File: config.mk
export PLATFORM = sky130hd
export DESIGN_NAME = irq_out_unit
export DESIGN_NICKNAME = d
export VERILOG_FILES = /design/src/rtl/irqo_pkg.sv /design/src/rtl/irqo_gpin_edge.sv /design/src/rtl/irqo_flags.sv /design/src/rtl/irqo_pin.sv /design/src/rtl/irq_out_unit.sv
export SDC_FILE = /design/constraint.sdc
export NUM_CORES = 1
export LEC_CHECK = 0
export BUFFER_PORTS_ARGS = -buffer_cell sky130_fd_sc_hd__buf_4
export CAP_MARGIN = 20
export CORE_UTILIZATION = 44
export CTS_CLUSTER_SIZE = 25
export DETAILED_ROUTE_END_ITERATION = 12
export PLACE_DENSITY = 0.77
export SLEW_MARGIN = 25
export SYNTH_ARGS = -nofsm -noshare
export SYNTH_HDL_FRONTEND = slang
export SYNTH_SLANG_ARGS = --single-unit
File: constraint.sdc
create_clock -name clk -period 1.65 [get_ports clk]
set_input_delay 0.165 -clock clk [delete_from_list [all_inputs] [get_ports clk]]
set_output_delay 0.165 -clock clk [all_outputs]
set_load 0.005 [all_outputs]
File: src/rtl/irqo_pkg.sv
package irqo_pkg;
  typedef enum logic {
    PIN_OPEN_DRAIN = 1'b0,
    PIN_PULSED     = 1'b1
  } pin_style_e;

  localparam int SYNC_STAGES = 2;
endpackage

File: src/rtl/irqo_gpin_edge.sv
module irqo_gpin_edge #(
  parameter int W = 8
) (
  input  logic         clk,
  input  logic         rst,
  input  logic [W-1:0] pin_i,
  input  logic [W-1:0] rise_sel_i,
  output logic [W-1:0] hit_o
);
  // two synchronizer stages plus one history stage
  logic [W-1:0] meta_q, sync_q, hist_q;

  always_ff @(posedge clk) begin
    if (rst) begin
      meta_q <= '0;
      sync_q <= '0;
      hist_q <= '0;
    end else begin
      meta_q <= pin_i;
      sync_q <= meta_q;
      hist_q <= sync_q;
    end
  end

  for (genvar k = 0; k < W; k++) begin : g_det
    assign hit_o[k] = rise_sel_i[k] ? (sync_q[k] & ~hist_q[k])
                                    : (~sync_q[k] & hist_q[k]);
  end
endmodule

File: src/rtl/irqo_flags.sv
module irqo_flags #(
  parameter int W = 16
) (
  input  logic         clk,
  input  logic         rst,
  input  logic [W-1:0] set_i,
  input  logic         clr_we_i,
  input  logic [W-1:0] clr_i,
  output logic [W-1:0] flag_o
);
  logic [W-1:0] clr_mask;

  always_comb clr_mask = clr_we_i ? clr_i : '0;

  // a new event outranks an acknowledge in the same cycle
  always_ff @(posedge clk) begin
    if (rst) flag_o <= '0;
    else     flag_o <= (flag_o & ~clr_mask) | set_i;
  end
endmodule

File: src/rtl/irqo_pin.sv
module irqo_pin
  import irqo_pkg::*;
#(
  parameter int W         = 16,
  parameter int PULSE_LEN = 4
) (
  input  logic         clk,
  input  logic         rst,
  input  logic [W-1:0] pend_i,
  input  logic         edge_mode_i,
  input  logic         edge_pol_i,
  output logic         irq_o,
  output logic         irq_oe_o
);
  localparam int CW = $clog2(PULSE_LEN + 1);

  pin_style_e   style;
  logic [W-1:0] pend_q;
  logic [CW-1:0] cnt_q, cnt_n;
  logic         gain;

  always_comb begin
    style = pin_style_e'(edge_mode_i);
    gain  = |(pend_i & ~pend_q);
    if (gain)                cnt_n = CW'(PULSE_LEN);
    else if (pend_i == '0)   cnt_n = '0;
    else if (cnt_q != '0)    cnt_n = cnt_q - CW'(1);
    else                     cnt_n = cnt_q;
  end

  always_ff @(posedge clk) begin
    if (rst) begin
      pend_q   <= '0;
      cnt_q    <= '0;
      irq_o    <= 1'b0;
      irq_oe_o <= 1'b0;
    end else begin
      pend_q <= pend_i;
      cnt_q  <= cnt_n;
      if (style == PIN_PULSED) begin
        irq_oe_o <= 1'b1;
        irq_o    <= (cnt_n != '0) ? edge_pol_i : ~edge_pol_i;
      end else begin
        irq_oe_o <= |pend_i;
        irq_o    <= 1'b0;
      end
    end
  end
endmodule

File: src/rtl/irq_out_unit.sv
module irq_out_unit #(
  parameter int N_EVT     = 8,
  parameter int N_GPIN    = 8,
  parameter int PULSE_LEN = 4
) (
  input  logic                    clk,
  input  logic                    rst,
  input  logic [N_EVT-1:0]        evt_i,
  input  logic [N_GPIN-1:0]       gpin_i,
  input  logic [N_GPIN-1:0]       gpin_rise_i,
  input  logic [N_EVT+N_GPIN-1:0] en_i,
  input  logic                    glob_en_i,
  input  logic                    edge_mode_i,
  input  logic                    edge_pol_i,
  input  logic                    ack_we_i,
  input  logic [N_EVT+N_GPIN-1:0] ack_i,
  output logic [N_EVT+N_GPIN-1:0] req_o,
  output logic                    irq_o,
  output logic                    irq_oe_o
);
  localparam int TOT = N_EVT + N_GPIN;

  logic [N_GPIN-1:0] gpin_hit;
  logic [TOT-1:0]    set_vec;
  logic [TOT-1:0]    pend;

  irqo_gpin_edge #(.W(N_GPIN)) u_gpin (
    .clk        (clk),
    .rst        (rst),
    .pin_i      (gpin_i),
    .rise_sel_i (gpin_rise_i),
    .hit_o      (gpin_hit)
  );

  assign set_vec = {gpin_hit, evt_i};

  irqo_flags #(.W(TOT)) u_flags (
    .clk      (clk),
    .rst      (rst),
    .set_i    (set_vec),
    .clr_we_i (ack_we_i),
    .clr_i    (ack_i),
    .flag_o   (req_o)
  );

  assign pend = glob_en_i ? (req_o & en_i) : '0;

  irqo_pin #(.W(TOT), .PULSE_LEN(PULSE_LEN)) u_pin (
    .clk         (clk),
    .rst         (rst),
    .pend_i      (pend),
    .edge_mode_i (edge_mode_i),
    .edge_pol_i  (edge_pol_i),
    .irq_o       (irq_o),
    .irq_oe_o    (irq_oe_o)
  );
endmodule

# ---- Word-level counts from Yosys, hierarchy flattened
# Cells that the tools add are included.
dict set report word_totals {
  elab_cells 70
  inputBits 62
  regBits 61
}
dict set report op_classes {
  reduce_logical 6
  muxes 15
  addsub 1
  bitwise_logic 40
}
# op n
set ops {}
lappend ops {{$and 16x16->16} 3}
lappend ops {{$mux 16} 2}
lappend ops {{$not 16->16} 2}
lappend ops {{$reduce_or 16->1} 2}
lappend ops {{$not 1->1} 18}
lappend ops {{$and 1x1->1} 16}
lappend ops {{$logic_not 16->1} 1}
lappend ops {{$or 16x16->16} 1}
lappend ops {{$mux 1} 10}
lappend ops {{$mux 3} 3}
lappend ops {{$reduce_bool 3->1} 2}
lappend ops {{$sub 3x1->3 const B} 1}
lappend ops {{$reduce_or 2->1} 1}

# ---- Depth between registers and ports, before layout
dict set report logic_depth {
  word_depth 7
  mapped_depth 7
  depth_no_buf 7
}

# ---- Modules after synthesis
# A second synthesis with hierarchy kept.
dict set report unflattened {
  cells_unflattened 247
  area_unflattened_um2 2513.7
}
# mod area_each_um2 cells_per_inst seq_area_each_um2 instances
set by_module_without_submodules {}
lappend by_module_without_submodules {irqo_pin 880.8 88 420.4 1}
lappend by_module_without_submodules {irqo_gpin_edge 823.3 74 480.5 1}
lappend by_module_without_submodules {irqo_flags 690.7 68 320.3 1}
lappend by_module_without_submodules {irq_out_unit 118.9 17 0.0 1}

# ---- Least setup slack after synthesis
# OpenSTA, ideal clock, no wires.
dict set report synth_path {
  kind {reg2reg}
  from {register u_pin.cnt_q[0]}
  to {register u_pin.irq_o}
  period_less_slack_ns 1.616
  stages_incl_launch_ff 8
  required_ns 1.557
  setup_time_ns 0.093
  slack_ns 0.034
  t_arrival_ns 1.523
  cell_sequence {dfxtp_1 -> inv_1 -> ha_1 -> or3_1 -> a21oi_2 -> o21ai_1 -> mux2_4 -> o311ai_2}
}
dict set report synth_between {
  elab_chain_len 6
}
# element line_no
set synth_rtl {}
lappend synth_rtl {{start: declaration} irqo_pin.sv:19} ;# logic [CW-1:0] cnt_q, cnt_n;
lappend synth_rtl {{start signal: assignment} irqo_pin.sv:39} ;# cnt_q <= cnt_n;
lappend synth_rtl {{$sub 3x1->3 / $reduce_bool 3->1 (equally long branches)} irqo_pin.sv:27} ;# else if (cnt_q != '0) cnt_n = cnt_q - CW'(1);
lappend synth_rtl {{$mux 3 (*)} irqo_pin.sv:27}
lappend synth_rtl {{$mux 3 (*)} irqo_pin.sv:26} ;# else if (pend_i == '0) cnt_n = '0;
lappend synth_rtl {{$mux 3 (*)} irqo_pin.sv:25} ;# if (gain) cnt_n = CW'(PULSE_LEN);
lappend synth_rtl {{$reduce_bool 3->1 (*)} irqo_pin.sv:42} ;# irq_o <= (cnt_n != '0) ? edge_pol_i : ~edge_pol_i;
lappend synth_rtl {{$mux 1 (*)} irqo_pin.sv:42}
lappend synth_rtl {{end signal: assignment} irqo_pin.sv:42}
lappend synth_rtl {{end: declaration} irqo_pin.sv:12} ;# output logic irq_o,
# Every way passes the cells marked *; elsewhere a longest branch is shown, timed or not.
# A chain may end at the register's enable or synchronous reset.

# ---- Final worst setup path
dict set report layout_path {
  from {register u_pin.cnt_q[1]}
  to {register u_pin.irq_o}
}
# Same word-level chain as after synthesis.

==> flow_metrics.tcl <==
set metrics [dict create \
    rows 25 \
    period_share_pct 95.17 \
    clock-sinks 61 \
    cts_buffers 9 \
    multi_input_area_sq_um 1046 \
    synthTopCellsByArea "dfxtp_1 (54%), nand3b_1 (6.6%), nor2b_1 (6.6%), nor2_1 (6.1%), nand2_1 (5.8%)" \
    ys_seq_area_share_pct 53.69 \
    final_common_cell "buf_4" \
    yosys.area_share.simple_pct 29.98 \
    drt-total-wl_um 5075 \
    cp.required_ns 1.89 \
    setup_tns_ns 0 \
    cts_tree "built" \
    switchingPower_uw 720.4 \
    crit_fanout 3 \
    power.internal_uw 2400 \
    hp-class "input pin to flop" \
    power.leakage_uw 0.001321 \
    routed.top_layer "met4" \
    wl_per_cell_um 12.62 \
    ys_types 28 \
    vias 1982 \
    ir_drop_v 0.0006460 \
    postCtsSetupBuffers 0 \
    drc 0 \
    yosys.area_share.adder_pct 1.100 \
    start_util_pct 46.92 \
    area_delta_synth_final_pct 39.22 \
    syn_inst 246 \
    synth_top_area_share_pct 53.69 \
    gr-total-overflow 0 \
    track_usage_pct 18.95 \
    final_core_util_pct 65.32 \
    synth.mux.area_fraction_pct 1.155 \
    swShare_pct 23.09 \
    syn-mean-instance-area_sq_um 9.247 \
    worst_slew_pin_slew_ns 0.3292 \
    yosys_warnings 0 \
    cts-root-buf "clkbuf_8" \
    via_per_inst 4.930 \
    startpoint_type "flop" \
    rsz0062_at_grt "false" \
    synth_xor_area_share_pct 0.3850 \
    place.port_buffers 79 \
    core-area_sq_um 4848 \
    ctsHoldBuffers 0 \
    fillCellCount 414 \
    final_cell_mix "buf_4 (83), dfxtp_1 (59), nor2_1 (37)" \
    layout-drive-gt1-share_pct 33.73 \
    die_w_um 73.90 \
    hold_ws_ns 0.03649 \
    power_frac_seq_pct 50.3 \
    final-seq-area_sq_um 1226 \
    wl_met1_um 2168 \
    wl_met2_um 2414 \
    place_congestion 0.7604 \
    io_pins 80 \
    grt_pass1_vias 1701 \
    cts.htree.levels 3 \
    cap_violations 0 \
    status "finished clean" \
    max_freq_mhz 636.8 \
    syn-num-nets 310 \
    grt_max_degree 34 \
    maxSlewViolCount 0 \
    drtPass1Iterations 4 \
    clkPwrFrac_pct 38.0 \
    nets 395 \
    clkLatencyLatePin_ns 0.33 \
    p_comb_share_pct 11.7 \
    diodes 0 \
    final_antenna_net_count 0 \
    post-route-min-period_ns 1.570 \
    dieArea_sq_um 5461 \
    grt_pass1_wl_um 7548 \
    die-height_um 73.90 \
    drtIter0Drc 79 \
    clockBufferDepth 2 \
    met3_length_um 389 \
    hpwl_um 3693 \
    clk_pin_slew_worst_paths_ns 0.06 \
    crit_type "flop to flop" \
    synth_compound_area_share_pct 11.83 \
    arrival_ns 1.82 \
    relSlewSlack_pct 78.05 \
    finClkSkew_ns 0.004997 \
    yosysTopAreaCell "dfxtp_1" \
    grt_antenna_before_repair 0 \
    syn_area_sq_um 2275 \
    finalHoldViolCount 0 \
    synth_top_family_by_area "simple AND/OR/NAND/NOR gates" \
    ys_seq_elements 61 \
    power_density_nw_per_um2 985.3 \
    endpoint_kind "flop" \
    setup_viol 0 \
]
[per-layer routing]
metal | track usage (%) | vias to the layer above
met5 | 0 | -
met4 | 12.18 | 0
met3 | 4.938 | 8
met2 | 30.40 | 66
met1 | 22.44 | 896
li1 | - | 1012
[worst paths after layout]
check        slack [ns]  depth (start not counted)                         from                      endpoint
max reg2reg        0.08                          7    u_pin.cnt_q[1]$_SDFF_PP0_        u_pin.irq_o$_SDFF_PP0_
min                0.04                          3                     evt_i[0]  u_flags.flag_o[0]$_SDFF_PP0_
max                0.08                          7    u_pin.cnt_q[1]$_SDFF_PP0_        u_pin.irq_o$_SDFF_PP0_
min reg2reg        0.43                          1  u_gpin.meta_q[5]$_SDFF_PP0_   u_gpin.sync_q[5]$_SDFF_PP0_
[metrics by stage]
step                      total power [uW]  setup slack (ns)  std cells  area [sq um]
after floorplan                       1761           0.03437        246          2275
after global placement                1954           0.07162        387          2947
after detailed placement              1964           0.02975        387          2947
after CTS                             3152           0.02124        402          3124
after global routing                  3241          0.006465        402          3167
final                                 3120           0.07963        402          3167
[registers in the layout (all words and copies together) (netlist names)]
signal / count
u_pin.pend_q: 16
u_flags.flag_o: 16
u_pin.cnt_q: 3
u_gpin.sync_q: 8
u_pin.irq_oe_o: 1
u_gpin.hist_q: 8
u_gpin.meta_q: 8
u_pin.irq_o: 1
[cell families (layout without fill, tap and decap cells)]
family / after synthesis / in the layout
and+or+nand+nor: 130 / 130
DFF: 61 / 61
AOI/OAI and AO/OA: 39 / 39
buffers and inverters: 11 / 100
adders and majority gates: 2 / 2
muxes: 2 / 2
xor gates and xnor gates: 1 / 1
[Yosys cell counts, drive strengths merged]
| library cell | number |
|---|---|
| a22oi | 12 |
| dfxtp | 61 |
| inv | 2 |
| mux2 | 2 |
| or3 | 2 |
| nor2 | 37 |
| o2111ai | 4 |
| nand4b | 1 |
| nor3 | 3 |
| xnor2 | 1 |
| nand3b | 21 |
| a211oi | 1 |
| a21oi | 20 |
| ha | 2 |
| clkbuf | 8 |
| nor4 | 1 |
| o311ai | 1 |
| nor2b | 24 |
| nand2b | 3 |
| nand2 | 35 |
| o21ai | 1 |
| buf | 1 |
| nand4 | 3 |
[power groups by stage]
stage	combinational (uW)	sequential [uW]	clock, uW
after floorplan	164	1600	0
after global placement	356	1600	0
after detailed placement	362	1600	0
after CTS	364	1570	1220
after global routing	404	1580	1260
final	365	1570	1190
[final cells by class]
cell class	instances	share of cell area, %
Sequential cell	61	38.72
Multi-Input combinational cell	174	33.03
Timing Repair Buffer	83	19.68
Clock buffer	14	5.452
Tap cell	67	2.647
Inverter	2	0.3161
Clock inverter	1	0.1580
[repair_timing]
item,CTS,global route
setup endpoints to repair,0,1
gates resized for setup,0,12
endpoints found under the hold margin,0,0
[critical path: stages, from the launching register on]
cell	delay, ns
dfxtp_4	0.37
inv_4	0.05
ha_4	0.15
or3_4	0.36
a21oi_2	0.14
o21ai_1	0.08
mux2_4	0.26
o311ai_2	0.07
Note: power is estimated with default switching activity, not from simulation.
